$ cat config.mk
export PLATFORM = sky130hd
export DESIGN_NAME = pwr_seq
export DESIGN_NICKNAME = d
export VERILOG_FILES = /design/src/rtl/pwr_seq.sv
export SDC_FILE = /design/constraint.sdc
export NUM_CORES = 1
export LEC_CHECK = 0
export CAP_MARGIN = 20
export CORE_MARGIN = 3
export CORE_UTILIZATION = 45
export DETAILED_ROUTE_END_ITERATION = 7
export PLACE_DENSITY = 0.68
export SLEW_MARGIN = 20
export SYNTH_ARGS = -nofsm -noshare
export SYNTH_HDL_FRONTEND = slang
export SYNTH_SLANG_ARGS = --single-unit
$ cat constraint.sdc
create_clock -name clk -period 1.85 [get_ports clk]
set_input_delay 0.555 -clock clk [delete_from_list [all_inputs] [get_ports clk]]
set_output_delay 0.555 -clock clk [all_outputs]
set_load 0.01 [all_outputs]
$ cat src/rtl/pwr_seq.sv
module pwr_seq #(
  parameter int STABLE_CYCLES  = 8,
  parameter int BACKUP_TIMEOUT = 16
) (
  input  logic clk,
  input  logic rst_n,
  input  logic v_ok_i,
  input  logic v_fail_i,
  input  logic backup_done_i,
  output logic supply_en_o,
  output logic sleep_o,
  output logic wake_o,
  output logic err_o
);
  localparam int SW = $clog2(STABLE_CYCLES + 1);
  localparam int TW = $clog2(BACKUP_TIMEOUT + 1);
  localparam logic [SW-1:0] STAB_LAST = SW'(STABLE_CYCLES - 1);
  localparam logic [TW-1:0] TMO_LAST  = TW'(BACKUP_TIMEOUT - 1);

  typedef enum logic [2:0] {
    S_OFF, S_PWRON, S_SETTLE, S_RUN, S_SLPREQ, S_HOLD
  } st_t;

  st_t           st, nxt;
  logic [SW-1:0] stab_cnt;
  logic [TW-1:0] tmo_cnt;
  logic          wake_q, err_q;

  always_comb begin
    nxt = st;
    case (st)
      S_OFF:    if (v_ok_i && !v_fail_i) nxt = S_PWRON;
      S_PWRON:  nxt = v_fail_i ? S_OFF : S_SETTLE;
      S_SETTLE: if (v_fail_i) nxt = S_OFF;
                else if (v_ok_i && stab_cnt == STAB_LAST) nxt = S_RUN;
      S_RUN:    if (v_fail_i) nxt = S_SLPREQ;
      S_SLPREQ: nxt = S_HOLD;
      S_HOLD:   if (backup_done_i || tmo_cnt == TMO_LAST) nxt = S_OFF;
      default:  nxt = S_OFF;
    endcase
  end

  always_ff @(posedge clk or negedge rst_n) begin
    if (!rst_n) begin
      st       <= S_OFF;
      stab_cnt <= '0;
      tmo_cnt  <= '0;
      wake_q   <= 1'b0;
      err_q    <= 1'b0;
    end else begin
      st     <= nxt;
      wake_q <= (st == S_SETTLE) && (nxt == S_RUN);
      if (st == S_SETTLE && v_ok_i && stab_cnt != STAB_LAST)
        stab_cnt <= stab_cnt + 1'b1;
      else
        stab_cnt <= '0;
      if (st == S_HOLD)
        tmo_cnt <= tmo_cnt + 1'b1;
      else
        tmo_cnt <= '0;
      if (st == S_HOLD && backup_done_i)
        err_q <= 1'b0;
      else if (st == S_HOLD && tmo_cnt == TMO_LAST)
        err_q <= 1'b1;
    end
  end

  assign supply_en_o = (st != S_OFF);
  assign sleep_o     = (st == S_SLPREQ) || (st == S_HOLD);
  assign wake_o      = wake_q;
  assign err_o       = err_q;


  wake_single_chk: assert property (@(posedge clk) disable iff (!rst_n)
    wake_o |=> !wake_o);

  wake_after_ok_chk: assert property (@(posedge clk) disable iff (!rst_n)
    wake_o |-> $past(v_ok_i) && supply_en_o);

  no_wake_in_sleep_chk: assert property (@(posedge clk) disable iff (!rst_n)
    !(wake_o && sleep_o));

  sleep_keeps_supply_chk: assert property (@(posedge clk) disable iff (!rst_n)
    sleep_o |-> supply_en_o);

  sleep_drop_chk: assert property (@(posedge clk) disable iff (!rst_n)
    $fell(sleep_o) |-> !supply_en_o);

  early_release_chk: assert property (@(posedge clk) disable iff (!rst_n)
    ($fell(supply_en_o) && $past(sleep_o) && !$past(backup_done_i)) |-> err_o);

  supply_rise_chk: assert property (@(posedge clk) disable iff (!rst_n)
    $rose(supply_en_o) |-> $past(v_ok_i) && !$past(v_fail_i));
endmodule

==> impl_metrics.py, run 1 <==
metrics = {
    "run_status": {
        "status": "finished clean",
    },
    "critical_path": {
        "worst_ep_arrival_time_ns": 1.21,
        "cp.required_ns": 1.29,
        "startpoint": "st[2]",
        "cp_max_fo": 4,
        "critPathLaunchType": "flip-flop",
        "r2r_setup_slack_ns": 0.44,
        "cp-end-kind": "output pin",
        "crit_type": "reg -> out",
        "timing.rr.start": "tmo_cnt[0]",
    },
    "layout": {
        "drive_gt1_share_pct": 19.7,
        "fin_cells": 85,
        "synthToLayoutAreaGrowth_pct": 23.7,
        "final_util_pct": 64.4,
        "antenna_cells": 0,
        "final_nets": 81,
    },
    "power_and_ir_drop": {
        "p_int_w": 0.000597,
        "power_frac_clock_pct": 19.6,
        "p_sw_w": 0.000266,
        "p_seq_share_pct": 42.9,
        "ir_drop_uv": 637,
        "share_comb_of_total_power_pct": 37.5,
        "cellLeakagePower_nw": 0.367,
        "pwr_density_cell_nw_per_um2": 1100,
        "switching_share_pct": 30.8,
    },
    "floorplan": {
        "io_pins": 9,
        "coreArea_sq_um": 1220,
        "start_util_pct": 52.1,
        "die_x_um": 43.5,
        "die_h_um": 43.5,
        "die-area_sq_um": 1890,
        "rows": 12,
    },
    "route": {
        "detail_route.wl_per_cell_um": 13.2,
        "drc_errors": 0,
        "wl_met2_um": 524,
        "routed_wl_mm": 1.12,
        "highest_layer": "met4",
        "wl_met3_um": 53,
        "wl_met1_um": 532,
        "drt_iter0_markers": 7,
        "routed_via_density": 5.26,
        "vias": 447,
        "drtPass1Iterations": 4,
        "ant_nets": 0,
    },
    "timing": {
        "worst_clock_skew_ns": 0.00620,
        "timing.final.hold_violations": 0,
        "tightest_slew_ns": 0.186,
        "max_freq_ghz": 0.565,
        "rsz0062_at_grt": "no",
        "drv_slew": 0,
        "period_minus_slack_ns": 1.77,
        "hold_ws_ns": 0.468,
        "max_slew_margin_pct": 87.6,
        "fin_crit_sh_pct": 95.6,
        "setup_violations": 0,
    },
    "clocking": {
        "htree_levels": 1,
        "cts_tree": "yes",
        "cts_hold_buf": 0,
        "ctsLongestPathBuffers": 2,
        "numCtsBuffers": 3,
        "cts_root_buffer": "clkbuf_4",
        "clock_sinks": 14,
        "clkSlewWorstSetupHoldPaths_ns": 0.09,
        "clk_latency_ns": 0.27,
    },
    "run": {
        "drv_cap": 0,
    },
    "synth": {
        "synth_nets": 64,
        "synth_top_cell_by_area": "dfrtp_1",
        "syn_area_sq_um": 633,
        "netlist_top_cells_count": "dfrtp_1 (14), nor2_1 (8), ha_1 (3), inv_1 (3), nand3_1 (3)",
        "synth_area_leaders": "dfrtp_1 (55%), ha_1 (5.9%), nor2_1 (4.7%)",
        "syn_inst": 56,
        "synth_edf_count": 0,
        "synthArstFlopShare_pct": 100,
        "avgSynthCellArea_sq_um": 11.3,
        "yosysSeqAreaShare_pct": 55.3,
        "synth_flop_cell": "dfrtp_1",
        "ys_seq_elements": 14,
        "ys_warn_count": 0,
        "yosysMostFrequentCell": "dfrtp_1",
        "synth_cell_types": 23,
        "synth_top_area_share_pct": 55.3,
    },
    "place": {
        "io_buffers": 8,
        "dp_hpwl_um": 842,
        "place_inst": 82,
        "place_congestion": 0.707,
    },
    "worst_hold_path": {
        "hold_start": "stab_cnt[0]",
        "hold_class": "reg -> reg",
    },
    "global_route": {
        "grt_pass1_vias": 442,
        "grt_pass1_wl_mm": 2.08,
        "grt_usage_pct": 14.8,
        "antenna_found_initial": 0,
        "grt_max_degree": 15,
        "grt_overflow": 0,
    },
}
## flip-flops by register name (all words and copies together) (netlist names)
name      flops
err_o         1
st            3
stab_cnt      4
tmo_cnt       5
wake_o        1
## power groups by stage
stage               combinational (W)  clock (W)  sequential, W
detailed placement           0.000315          0       0.000375
finish                       0.000324   0.000169       0.000370
global placement             0.000311          0       0.000370
CTS                          0.000294   0.000173       0.000369
floorplan                    0.000152          0       0.000392
global route                 0.000357   0.000191       0.000377
## final cells by class
type | instances | area [sq um]
clock buffers | 3 | 22.5
flip-flops and latches | 14 | 350
inverters | 3 | 11.3
fillers | 100 | 433
well taps | 14 | 17.5
repair buffers | 13 | 118
multi-input cells | 38 | 264
## layout by cell type (no fill, tap or decap), types with 3 or more instances in the layout
| cell type | count |
|---|---|
| clkbuf_4 | 3 |
| ha_1 | 3 |
| buf_4 | 5 |
| nor2_1 | 8 |
| nand3_1 | 3 |
| inv_1 | 3 |
| clkdlybuf4s50_1 | 6 |
| dfrtp_1 | 14 |
## logic make-up (layout without fill, tap and decap cells)
logic type / Yosys count / after routing / share of synthesized area (%)
simple gates: 26 / 26 / 24.5
flops: 14 / 14 / 55.3
compound gates: 5 / 5 / 4.94
buf+inv: 4 / 19 / 3.56
fa+ha+maj: 3 / 3 / 5.93
xor+xnor: 3 / 3 / 4.15
mux: 1 / 1 / 1.58
## critical path: stages (launching register included)
cell,delay [ns]
dfrtp_1,0.39
buf_4,0.16
nor2b_4,0.12
dlygate4sd2_1,0.27
## what timing repair did
action / in CTS / in global routing
gates cloned: 0 / 0
resized for setup: 5 / 2
buffers inserted: 0 / 0
setup endpoints to repair: 2 / 1
## per-layer routing
layer  vias to the layer above  track usage [%]
met5                         -                0
li1                        223                -
met3                         2             2.49
met4                         0             5.42
met1                       210             20.8
met2                        12             23.0
## worst paths after layout
check,to,depth (start not counted)
setup / recovery,sleep_o,3
hold / removal,stab_cnt[0],1
setup reg to reg,st[0],6
min in group asynchronous,tmo_cnt[1],2
max in group asynchronous,wake_o,2
hold reg to reg,stab_cnt[0],1
## stage by stage
| step | instance area, sq um | setup TNS (ns) | total power, W | worst slack [ns] |
|---|---|---|---|---|
| finish | 783 | 0 | 0.000863 | 0.0809 |
| global route | 783 | 0 | 0.000925 | 0.0324 |
| CTS | 773 | 0 | 0.000837 | 0.00453 |
| detailed placement | 757 | -0.0282 | 0.000690 | -0.0282 |
| global placement | 757 | 0 | 0.000681 | 0.00733 |
| floorplan | 633 | 0 | 0.000544 | 0.337 |
Power figures use the tool's default switching activity.
==> run 2: changes to the inputs <==
Settings changed: HOLD_SLACK_MARGIN set to 0.1.
==> results of run 2 <==
No change in the layout: final DEF, timing and power equal those of run 1.
